`config.mk`:
```
export PLATFORM = sky130hd
export DESIGN_NAME = bitstream_stim_gen
export DESIGN_NICKNAME = d
export VERILOG_FILES = /design/src/rtl/stim_pkg.sv /design/src/rtl/stim_seq_ctrl.sv /design/src/rtl/stim_pattern_store.sv /design/src/rtl/stim_path_sel.sv /design/src/rtl/bitstream_stim_gen.sv
export SDC_FILE = /design/constraint.sdc
export NUM_CORES = 1
export LEC_CHECK = 0
export BUFFER_PORTS_ARGS = -buffer_cell sky130_fd_sc_hd__buf_2
export CORE_MARGIN = 10
export CORE_UTILIZATION = 50
export DETAILED_ROUTE_END_ITERATION = 10
export HOLD_SLACK_MARGIN = 0.08
export PLACE_DENSITY = 0.66
export SETUP_SLACK_MARGIN = 0.2
export SLEW_MARGIN = 20
export SYNTH_ARGS = -nofsm -noshare
export SYNTH_HDL_FRONTEND = slang
export SYNTH_SLANG_ARGS = --single-unit
```
`constraint.sdc`:
```
create_clock -name clk -period 2.3 [get_ports clk]
set_input_delay 0.69 -clock clk [delete_from_list [all_inputs] [get_ports clk]]
set_output_delay 0.69 -clock clk [all_outputs]
set_load 0.01 [all_outputs]
```
`src/rtl/stim_pkg.sv`:
```
package stim_pkg;
   typedef enum logic {
      SEQ_IDLE = 1'b0,
      SEQ_RUN  = 1'b1
   } seq_state_e;

   function automatic int unsigned len_bits(input int unsigned max_len);
      return (max_len < 2) ? 1 : $clog2(max_len);
   endfunction
endpackage

```
`src/rtl/stim_seq_ctrl.sv`:
```
module stim_seq_ctrl
   import stim_pkg::*;
#(
   parameter int unsigned LEN_W = 6
) (
   input  logic             clk,
   input  logic             rst_n,
   input  logic             start,
   input  logic             stop,
   input  logic             bit_ce,
   input  logic [LEN_W-1:0] len_m1,
   output logic             running,
   output logic [LEN_W-1:0] len_q,
   output logic             advance,
   output logic             wrap
);
   seq_state_e       state_q;
   logic [LEN_W-1:0] phase_q;
   logic             stop_pend_q;
   logic             last_bit;

   assign running  = (state_q == SEQ_RUN);
   assign advance  = running & bit_ce;
   assign last_bit = (phase_q == len_q);
   assign wrap     = advance & last_bit;

   always_ff @(posedge clk) begin
      if (!rst_n) begin
         state_q     <= SEQ_IDLE;
         phase_q     <= '0;
         len_q       <= '0;
         stop_pend_q <= 1'b0;
      end else begin
         unique case (state_q)
            SEQ_IDLE: begin
               if (start) begin
                  state_q     <= SEQ_RUN;
                  len_q       <= len_m1;
                  phase_q     <= '0;
                  stop_pend_q <= 1'b0;
               end
            end
            SEQ_RUN: begin
               if (stop) stop_pend_q <= 1'b1;
               if (advance) begin
                  if (last_bit) begin
                     phase_q <= '0;
                     if (stop_pend_q || stop) begin
                        state_q     <= SEQ_IDLE;
                        stop_pend_q <= 1'b0;
                     end
                  end else begin
                     phase_q <= phase_q + 1'b1;
                  end
               end
            end
            default: state_q <= SEQ_IDLE;
         endcase
      end
   end
endmodule

```
`src/rtl/stim_pattern_store.sv`:
```
module stim_pattern_store #(
   parameter int unsigned MAX_LEN = 64,
   parameter int unsigned LEN_W   = 6
) (
   input  logic             clk,
   input  logic             rst_n,
   input  logic             running,
   input  logic             advance,
   input  logic [LEN_W-1:0] len_q,
   input  logic             load_en,
   input  logic             load_bit,
   output logic             head_bit
);
   localparam logic [LEN_W-1:0] LAST_POS = LEN_W'(MAX_LEN - 1);

   logic [MAX_LEN-1:0] pat_q;
   logic [MAX_LEN-1:0] rot_next;
   logic [LEN_W-1:0]   wr_ptr_q;

   assign head_bit = pat_q[0];

   // Rotation confined to positions 0..len_q; higher cells hold.
   for (genvar i = 0; i < MAX_LEN; i++) begin : g_cell
      if (i == MAX_LEN - 1) begin : g_top
         assign rot_next[i] = (len_q == LEN_W'(i)) ? pat_q[0] : pat_q[i];
      end else begin : g_mid
         assign rot_next[i] = (len_q == LEN_W'(i)) ? pat_q[0]
                            : (LEN_W'(i) < len_q)  ? pat_q[i+1]
                            :                        pat_q[i];
      end
   end

   always_ff @(posedge clk) begin
      if (!rst_n) begin
         pat_q    <= '0;
         wr_ptr_q <= '0;
      end else if (!running) begin
         if (load_en) begin
            pat_q[wr_ptr_q] <= load_bit;
            wr_ptr_q        <= (wr_ptr_q == LAST_POS) ? '0 : wr_ptr_q + 1'b1;
         end else begin
            wr_ptr_q <= '0;
         end
      end else begin
         wr_ptr_q <= '0;
         if (advance) pat_q <= rot_next;
      end
   end
endmodule

```
`src/rtl/stim_path_sel.sv`:
```
module stim_path_sel (
   input  logic test_mode,
   input  logic stim_bit,
   input  logic func_in,
   output logic path_out
);
   always_comb begin
      path_out = test_mode ? stim_bit : func_in;
   end
endmodule

```
`src/rtl/bitstream_stim_gen.sv`:
```
module bitstream_stim_gen
   import stim_pkg::*;
#(
   parameter int unsigned MAX_LEN = 64,
   parameter int unsigned LEN_W   = len_bits(MAX_LEN)
) (
   input  logic             clk,
   input  logic             rst_n,
   input  logic             load_en,
   input  logic             load_bit,
   input  logic [LEN_W-1:0] len_m1,
   input  logic             start,
   input  logic             stop,
   input  logic             bit_ce,
   input  logic             test_mode,
   input  logic             func_in,
   output logic             path_out,
   output logic             stim_out,
   output logic             ref_out,
   output logic             bit_valid,
   output logic             period_done,
   output logic             busy
);
   if (MAX_LEN < 2) begin : g_bad_len
      $error("MAX_LEN must be at least 2");
   end
   if ((1 << LEN_W) < MAX_LEN) begin : g_bad_w
      $error("LEN_W too narrow for MAX_LEN");
   end

   logic             running;
   logic             advance;
   logic             wrap;
   logic             head_bit;
   logic             played;
   logic [LEN_W-1:0] len_q;

   stim_seq_ctrl #(.LEN_W(LEN_W)) u_ctrl (
      .clk     (clk),
      .rst_n   (rst_n),
      .start   (start),
      .stop    (stop),
      .bit_ce  (bit_ce),
      .len_m1  (len_m1),
      .running (running),
      .len_q   (len_q),
      .advance (advance),
      .wrap    (wrap)
   );

   stim_pattern_store #(.MAX_LEN(MAX_LEN), .LEN_W(LEN_W)) u_store (
      .clk      (clk),
      .rst_n    (rst_n),
      .running  (running),
      .advance  (advance),
      .len_q    (len_q),
      .load_en  (load_en),
      .load_bit (load_bit),
      .head_bit (head_bit)
   );

   assign played      = running & head_bit;
   assign stim_out    = played;
   assign ref_out     = played;
   assign bit_valid   = advance;
   assign period_done = wrap;
   assign busy        = running;

   stim_path_sel u_sel (
      .test_mode (test_mode),
      .stim_bit  (played),
      .func_in   (func_in),
      .path_out  (path_out)
   );
endmodule

```
* After elaboration in Yosys (flattened, before gate mapping) *
Index checks and enable logic that the tools add are counted.

operators by class
  bitwise gates (word level) = 6
  add/sub/neg operators = 2
  shift operators = 0
  magnitude comparators = 65
  reduce and logical (&&, ||, !) cells = 71
  div/mod/pow operators = 0
  $mul = 0
  muxes and demuxes = 149
  equal/unequal tests = 132

operator list
  operator                                                    count
  equality test 6 bit, second input constant                  33
  two-way mux 64 bit                                          3
  AND reduction 3 bit                                         63
  less-than comparator 6 bit, first input constant            31
  inequality test 3 x 1 -> 1 bit, second input constant       62
  two-way mux 1 bit                                           138
  equality test 6 x 5 -> 1 bit, second input constant         16
  less-than comparator 5 x 6 -> 1 bit, first input constant   16
  bitwise mux 64 bit                                          1
  equality test 6 x 4 -> 1 bit, second input constant         8
  less-than comparator 4 x 6 -> 1 bit, first input constant   8
  equality test 6 x 3 -> 1 bit, second input constant         4
  less-than comparator 3 x 6 -> 1 bit, first input constant   4
  two-way mux 6 bit                                           3
  adder 6 x 1 -> 6 bit, second input constant                 2
  equality test 6 x 2 -> 1 bit, second input constant         2
  less-than comparator 1 x 6 -> 1 bit, first input constant   2
  less-than comparator 2 x 6 -> 1 bit, first input constant   2
  one-hot mux 6 bit (2 select lines)                          1
  less-than comparator 6 x 7 -> 1 bit, second input constant  1
  demux 1 bit (select 6 bit)                                  1
  equality test 6 x 1 -> 1 bit, second input constant         1
  equality test 6 bit                                         1
  >= comparator 6 x 1 -> 1 bit, second input constant         1
  12 further kinds                                            21

word-level totals
  bits in writable memories = 0
  memories kept = 0
  input port bits = 15
  bits in read-only memories = 0
  word-level logic and storage cells = 494
  bits in registers = 84
  output and inout port bits = 6
  bits in latches = 0

* Longest topological paths before layout *
Gate-level depths: netlist (run 1).

  depth after elaboration = 7
  gate-level depth with buffers = 9
  depth with buffers taken out = 6

* Hierarchy *
Synthesis (run 1) repeated with hierarchy kept, for this count alone.

unflattened totals
  cells, all modules = 960
  area total of the unflattened synthesis = 7516.0 µm²

modules (own cells, without submodules)
  module              area an instance (µm²)  seq. area each (µm²)  instances  cells an instance
  stim_pattern_store  6796.5                  1401.3                1          875
  stim_seq_ctrl       690.7                   280.3                 1          82
  stim_path_sel       15.0                    0.0                   1          1
  bitstream_stim_gen  13.8                    0.0                   1          2

* Worst setup path before layout (run 1) *
OpenSTA, ideal clock, no wires.

  path type = flip-flop to output port
  start point = register u_ctrl.len_q[0]
  end point = output period_done
  arrival = 1.553 ns
  buffers on the path = 2
  data required time = 1.610 ns
  stages on the path, launching flop included = 7
  setup slack = 0.057 ns
  cell sequence = dfxtp_1 > buf_2 > buf_2 > xor2_1 > nor4_2 > nand3_1 > nor2_1

between the ends
  cells in the longest elaborated chain, start to end = 2

RTL lines
  item                    line                      text
  from (decl)             stim_seq_ctrl.sv:13       output logic [LEN_W-1:0] len_q,
  from (signal assigned)  stim_seq_ctrl.sv:38       len_q <= len_m1;
  equality test 6 bit     stim_seq_ctrl.sv:24       assign last_bit = (phase_q == len_q);
  bitwise AND 1 bit       stim_seq_ctrl.sv:25       assign wrap = advance & last_bit;
  to (decl)               bitstream_stim_gen.sv:21  output logic period_done,

No other way between the ends.

* Worst setup path in the final report (run 1) *
  start point = register u_ctrl.phase_q[3]
  end point = output period_done

between the ends
  cells in the longest elaborated chain, start to end = 2

RTL lines
  item                    line                 text
  from (decl)             stim_seq_ctrl.sv:18  logic [LEN_W-1:0] phase_q;
  from (signal assigned)  stim_seq_ctrl.sv:53  phase_q <= phase_q + 1'b1;
  equality test 6 bit     stim_seq_ctrl.sv:24
  bitwise AND 1 bit       stim_seq_ctrl.sv:25

No other way between the ends.

==> metrics, run 1 <==
core area 13300 um^2; DRT Pass-1 Iters 6; Post-synth EDFFs 0; GRT Residual Overflow 0; # hold bufs at CTS 0; Top FF cell, synth dfxtp_1; Final #Nets 983; # rows 42; register area share after synthesis 24.7%; Pleak 0.00312 uW; synthesized area 6800 um^2; CP Data Arrival Time 1.60 ns; max-cap violations 0; worst-path maximum fanout 2; later-pin clock latency in the skew report 0.35 ns; syn_nets 912; Ports 21; CTS Buffer Depth 2; Hold Vio Cnt, Final 0; Total Power 4240 uW; Post-route DRC 0; Slew @ Worst Pin 0.657 ns; Async S/R FF share, synth 0%; met3 Use GR 8.94%; busiest grt layer met2; worst-case vdd ir drop 0.391 mV; met2 Resource Use GR 48.1%; 1st-iter DRT viols 1424; WHS Path Cells 2; GRT Overall Usage 33.4%; DIE HEIGHT 137 um; fin. max-slew vios 0; CTS Sinks 84; crit path launch type flop; crit end category primary output; Ys Warns 0; Root Driver clkbuf_16; fraction of layout cells with a size suffix above 1 25.7%; Starting Density 51.1%; routability cong. 1.08; antenna-violating nets left 0; largest net degree at the start of global routing 47; worst hold path type reg2reg; Buffers on Ports 20; cts bufs inserted 9; vias in the first global route 7870; die area 18700 um^2; DP HPWL 21400 um; CTS H-Tree Depth 3; Netlist cell types 85; Reg2Reg Depth 6; Req. time, crit path 1.61 ns; first-pass GRT wire length 47900 um; syn_area_per_cell 7.59 um^2; Final Setup Violations 0; outcome finished, final reports clean; Die W 137 um; max_slew headroom 56.2%; Via density 7.28; Tcrit/Tclk final 99.5%; ant diodes 0; Fmax achieved 437 MHz; routed wire length 32000 um; initial antenna violation count 1; cells after synthesis 895; wire per inst 27.9 um; critical setup path kind reg2out; fin area 8400 um^2; RSZ-0062 raised after global routing yes; Reg clk slew, reported paths 0.07 ns; GR Util met1 42.6%; via count 8349; area grow syn2layout 23.7%; power density cells 505 nW/um^2; CTS tree built; Placed Area 7640 um^2; Final Critical Period 2.29 ns; #FFs+latches synth 84; Layout Skew 0.0121 ns
-- cells in the mapped netlist (6+ instances only) --
cell type | n | share of area [%]
nor3_1 | 25 | 1.8
clkbuf_1 | 35 | 1.9
a22oi_1 | 13 | 1.4
and4bb_2 | 6 | 1.1
nand4_1 | 6 | 0.55
o22ai_1 | 11 | 1.0
inv_1 | 13 | 0.72
nand2_1 | 78 | 4.3
and3_1 | 11 | 1.0
a211oi_1 | 14 | 1.5
o21ai_0 | 63 | 4.6
a21oi_1 | 71 | 5.2
o21ai_1 | 9 | 0.66
o31ai_1 | 8 | 0.88
a31oi_1 | 33 | 3.0
o22a_1 | 16 | 2.1
nand4b_1 | 11 | 1.4
mux2_2 | 7 | 1.2
nand2b_1 | 11 | 1.0
o211a_1 | 10 | 1.5
nand3_1 | 41 | 3.0
o211ai_1 | 13 | 1.4
dfxtp_1 | 84 | 25
buf_4 | 9 | 0.99
nor4_1 | 6 | 0.55
a311oi_1 | 12 | 1.5
nor2b_1 | 14 | 1.3
buf_2 | 38 | 2.8
mux2i_1 | 30 | 4.4
xor2_1 | 8 | 1.0
nor2_1 | 62 | 3.4
-- power by group --
group | switching [uW] | leakage (uW) | internal, uW | total, uW
Combinational | 696 | 0.00228 | 441 | 1140
Sequential | 56.1 | 0.000690 | 1520 | 1570
Clock | 633 | 0.000149 | 899 | 1530
-- critical path, cell delays in order (launching register included) --
cell     delay, ns
dfxtp_4       0.36
xor2_2        0.18
nor4_4        0.33
nand3_2       0.15
nor2_4        0.12
buf_6         0.11
-- flip-flops by register name, indices dropped and copies added, names as in the netlist --
signal and flops:
u_store.pat_q 64, u_ctrl.len_q 6, u_ctrl.phase_q 6, u_store.wr_ptr_q 6, u_ctrl.running 1, u_ctrl.stop_pend_q 1
-- path summary, 6_finish.rpt --
check                     from                 to  slack, ns
min          u_store.pat_q[43]  u_store.pat_q[43]       0.47
max          u_ctrl.phase_q[3]        period_done       0.01
max reg2reg    u_ctrl.len_q[3]   u_store.pat_q[6]       0.18
min reg2reg  u_store.pat_q[43]  u_store.pat_q[43]       0.47
-- metrics by stage --
stage	setup TNS [ns]	hold WS (ns)	instances	setup slack (ns)	utilization [%]
3_3_place_gp	0	0.443	1105	0.161	57.4
4_1_cts	-0.0261	0.464	1143	-0.0261	62.3
5_1_grt	-0.0450	0.479	1147	-0.0450	63.2
6_report	0	0.465	1147	0.0111	63.2
2_1_floorplan	0	0.431	895	0.172	-
3_5_place_dp	0	0.452	1105	0.147	57.4
-- per-layer routing --
layer,share of wire (%),routed length [um]
met1,38,12200
met2,42,13300
met3,13,4140
met4,7.3,2330
met5,0.038,12
-- logic make-up (layout without fill, tap and decap cells) --
logic type	after synthesis	after routing	share of synthesized area, %
fa+ha+maj	2	2	0.368
xor+xnor	12	12	1.55
mux	38	38	5.74
simple gates	331	331	28.4
flops	84	84	24.7
buf+inv	106	182	7.42
compound gates	322	322	31.7
-- timing repair --
action                     in CTS  in global routing
setup endpoints to repair       8                 25
buffers inserted               18                  4
gates cloned                    4                  0
pin swaps                       5                  9
resized for setup              21                 28
-- area by class of cell --
class | instances | area [um^2]
Tap cell | 176 | 220
Clock buffer | 12 | 256
Clock inverter | 4 | 47.5
Timing Repair Buffer | 152 | 1390
Sequential cell | 84 | 1710
Multi-Input combinational cell | 705 | 4720
Fill cell | 1223 | 4890
Inverter | 14 | 58.8
-- cell usage in the layout, fill, tap and decap left out, types with 8 or more instances in the layout --
cell	netlist	routed
a311oi_1	12	10
and3_1	11	11
o22a_1	16	16
buf_4	9	112
mux2i_1	30	29
dfxtp_2	0	9
nand3_1	41	40
o22ai_1	11	11
a211oi_1	14	14
buf_12	0	15
o21ai_1	9	15
a21oi_1	71	70
clkbuf_16	0	9
a31oi_1	33	33
nor3_1	25	25
nand2_1	78	76
buf_2	38	18
o211ai_1	13	13
nor2b_1	14	14
inv_1	13	10
o21ai_0	63	57
nor2_1	62	59
nand2b_1	11	11
nand4b_1	11	11
a22oi_1	13	13
o211a_1	10	10
o31ai_1	8	8
dfxtp_1	84	71
(Power assumes the default switching activity.)
==> inputs of run 2 (changes only) <==
--- a/config.mk
+++ b/config.mk
@@ -5,13 +5,13 @@
 export SDC_FILE = /design/constraint.sdc
 export NUM_CORES = 1
 export LEC_CHECK = 0
+export ABC_AREA = 1
 export BUFFER_PORTS_ARGS = -buffer_cell sky130_fd_sc_hd__buf_2
 export CORE_MARGIN = 10
 export CORE_UTILIZATION = 50
 export DETAILED_ROUTE_END_ITERATION = 10
 export HOLD_SLACK_MARGIN = 0.08
-export PLACE_DENSITY = 0.66
-export SETUP_SLACK_MARGIN = 0.2
+export PLACE_DENSITY_LB_ADDON = 0.05
 export SLEW_MARGIN = 20
 export SYNTH_ARGS = -nofsm -noshare
 export SYNTH_HDL_FRONTEND = slang
==> run 2 against run 1 <==
Clock skew down 0.0035 ns. Synthesized cell count grew 46%. Sequential power barely moved. Final cell count rose by 32%. Via count grew 2.9%. Utilization shrank 7.5 points. Clock-buffer cell count down 1. Register-to-register slack gained 0.22 ns. Wire length fell by 15%. Flip-flop and latch count did not move. Critical path depth is 2 higher. Worst hold slack improved by 0.0082 ns. Critical path type unchanged. Largest cell class unchanged. Highest routed layer is now met4.
==> metrics, run 2 <==
outcome finished, final reports clean; Crit path buffers/inverters 3 (+2); final setup TNS 0 ns (unchanged); CP max stage cell dfxtp_1; Post-route DRC 0 (unchanged); Final Setup Violations 0 (unchanged); Final Critical Period 2.18 ns (-0.104 ns); fillcell total 1489 (+22%); power density cells 562 nW/um^2 (+11%); hold path startpoint u_ctrl.stop_pend_q; area grow syn2layout 9.97%; # rows 43 (+2.4%); crit end category primary output; Buffers on Ports 20 (unchanged); CTS Sinks 84 (unchanged); Tcrit/Tclk final 95.0% (-4.5 points); Final #Nets 1343 (+37%); syn_area_per_cell 5.32 um^2 (-30%); Reg clk slew, reported paths 0.07 ns (about the same); routed wire length 27100 um (-15%); Netlist cell types 32 (-62%); Slew @ Worst Pin 0.629 ns (-0.0288 ns); core area 13800 um^2 (+3.6%); Via density 5.69 (-22%); fraction of layout cells with a size suffix above 1 9.77% (-16 points); Ports 21 (unchanged); hold slack 0.474 ns (+0.00815 ns); max-cap violations 0 (unchanged); max_slew headroom 57.7% (+1.5 points); Die W 138 um (+1.1%); first-pass GRT wire length 42300 um (-12%); capturing point of the worst reg2reg path u_store.pat_q[4]; Req. time, crit path 1.61 ns (about the same); Post-Place Cells 1495 (+35%); setup bufs post-CTS 0 (-18); GRT Overall Usage 27.2% (-6.2 points); WHS Path Cells 2 (unchanged); max reg flops 64 (unchanged); fin. max-slew vios 0 (unchanged); fin area 7670 um^2 (-8.7%); Async S/R FF share, synth 0% (unchanged); hold endpoint u_ctrl.stop_pend_q; register with the most flip-flops u_store.pat_q; Starting Density 50.7% (-0.45 points); CTS Buffer Depth 2 (unchanged); Reg2Reg Depth 6 (unchanged); DRT Pass-1 Iters 5 (-1); die area 19100 um^2 (+2.3%); DP HPWL 18600 um (-13%); Ys Warns 0 (unchanged); GRT Residual Overflow 0 (unchanged); via count 8594 (+2.9%); most common cell after layout, fill and taps aside nand2_1; worst-path maximum fanout 7 (+5); most used cell, CP nand2_1; wire per inst 18.0 um (-36%); synth top area cells dfxtp_1, nand2_1, nand3_1; r2r setup slk 0.40 ns (+0.22 ns); critical setup path kind reg2out; Top FF cell, synth dfxtp_1; register area share after synthesis 24.1% (-0.65 points); routability cong. 1.01 (-6.5%); top-count cell post-synth nand2_1; Pleak 0.00381 uW (+22%); crit-path leading delay family simple AND/OR/NAND/NOR gates; CTS H-Tree Depth 3 (unchanged); RSZ-0062 raised after global routing no; antenna-violating nets left 0 (unchanged); CP Data Arrival Time 1.49 ns (-0.11 ns); maximum single-stage delay on the critical path 0.34 ns (-0.02 ns); Hold Vio Cnt, Final 0 (unchanged); Post-synth EDFFs 0 (unchanged); leading area contributor after synthesis dfxtp_1; largest net degree at the start of global routing 74 (+57%); Synth top cells by count nand2_1, nor2_1, nand3_1; syn_nets 1328 (+46%); later-pin clock latency in the skew report 0.36 ns (about the same); Root Driver clkbuf_16; cts bufs inserted 9 (unchanged); worst hold path type reg2reg; Layout Skew 0.00855 ns (-0.00352 ns); most frequent cells in the layout nand2_1, nor2_1, nand3_1; Crit path depth 7 (+2); post-route insts no fill 1511 (+32%); synthesized area 6980 um^2 (+2.7%); ant diodes 0 (unchanged); Final Util 55.7% (-7.5 points); vias in the first global route 7731 (-1.8%); Yosys top cell area share 24.1% (-0.65 points); cells after synthesis 1311 (+46%); worst-path cell chain buf_4, nand2_1, nand2_1, nor2_1, nand4_1, inv_1, buf_2; initial antenna violation count 0 (-1); CTS resizes 1 (-95%); worst-case vdd ir drop 0.310 mV (-21%); Fmax achieved 458 MHz (+4.8%); #FFs+latches synth 84 (unchanged); 1st-iter DRT viols 1032 (-28%); # hold bufs at CTS 0 (unchanged); DIE HEIGHT 138 um (+1.1%); reg-to-reg startpoint u_store.wr_ptr_q[2]; crit path launch type flop; Placed Area 7350 um^2 (-3.8%); CTS tree built
[run 2: cell families after synthesis]
logic type | count (synthesis) | synth area share [%]
AND/OR/NAND/NOR | 899 | 53.9
buffers and inverters | 186 | 11.3
AO/OA/AOI/OAI | 138 | 10.1
flip-flops | 84 | 24.1
XOR/XNOR | 2 | 0.251
adder cells (fa/ha/maj) | 2 | 0.359
[run 2: cell type report]
type                    instances  area, um^2  area share [%]
flip-flops and latches         84        1690            22.0
inverters                     125         472            6.15
repair buffers                 65         450            5.87
well taps                     180         225            2.93
multi-input cells            1041        4520            58.9
clock inverters                 5        75.1           0.978
clock buffers                  11         243            3.16
[run 2: how the worst max path moves through the flow]
stage	start	endpoint	slack [ns]
after global placement	bit_ce	bit_valid	0.28
after detailed placement	bit_ce	bit_valid	0.27
final	u_ctrl.len_q[5]	period_done	0.12
after global routing	u_ctrl.len_q[5]	period_done	0.0004
after CTS	u_ctrl.len_q[3]	period_done	0.006
after floorplan	bit_ce	period_done	0.22
[run 2: through the flow]
step,worst slack [ns],total power (uW)
after floorplan,0.224,2320
after global placement,0.279,2650
after CTS,0.00556,4290
final,0.116,4310
after global routing,0.000429,4470
after detailed placement,0.266,2660
[run 2: power by group]
group | total, uW | internal, uW | switching (uW)
logic | 1080 | 304 | 778
registers | 1590 | 1530 | 54.4
clock network | 1640 | 977 | 666
total | 4310 | 2810 | 1500
[run 2: worst min-delay path, stage by stage, from the launching register on]
cell     delay, ns
dfxtp_1       0.31
nand2_1       0.06
a21oi_1       0.05
[run 2: metal layers]
layer | up-vias | wire, um | track usage (%)
li1 | 4206 | - | -
met2 | 511 | 11600 | 41.3
met1 | 3774 | 11100 | 35.4
met4 | 0 | 1380 | 15.0
met5 | - | 0 | 0
met3 | 103 | 3010 | 5.03
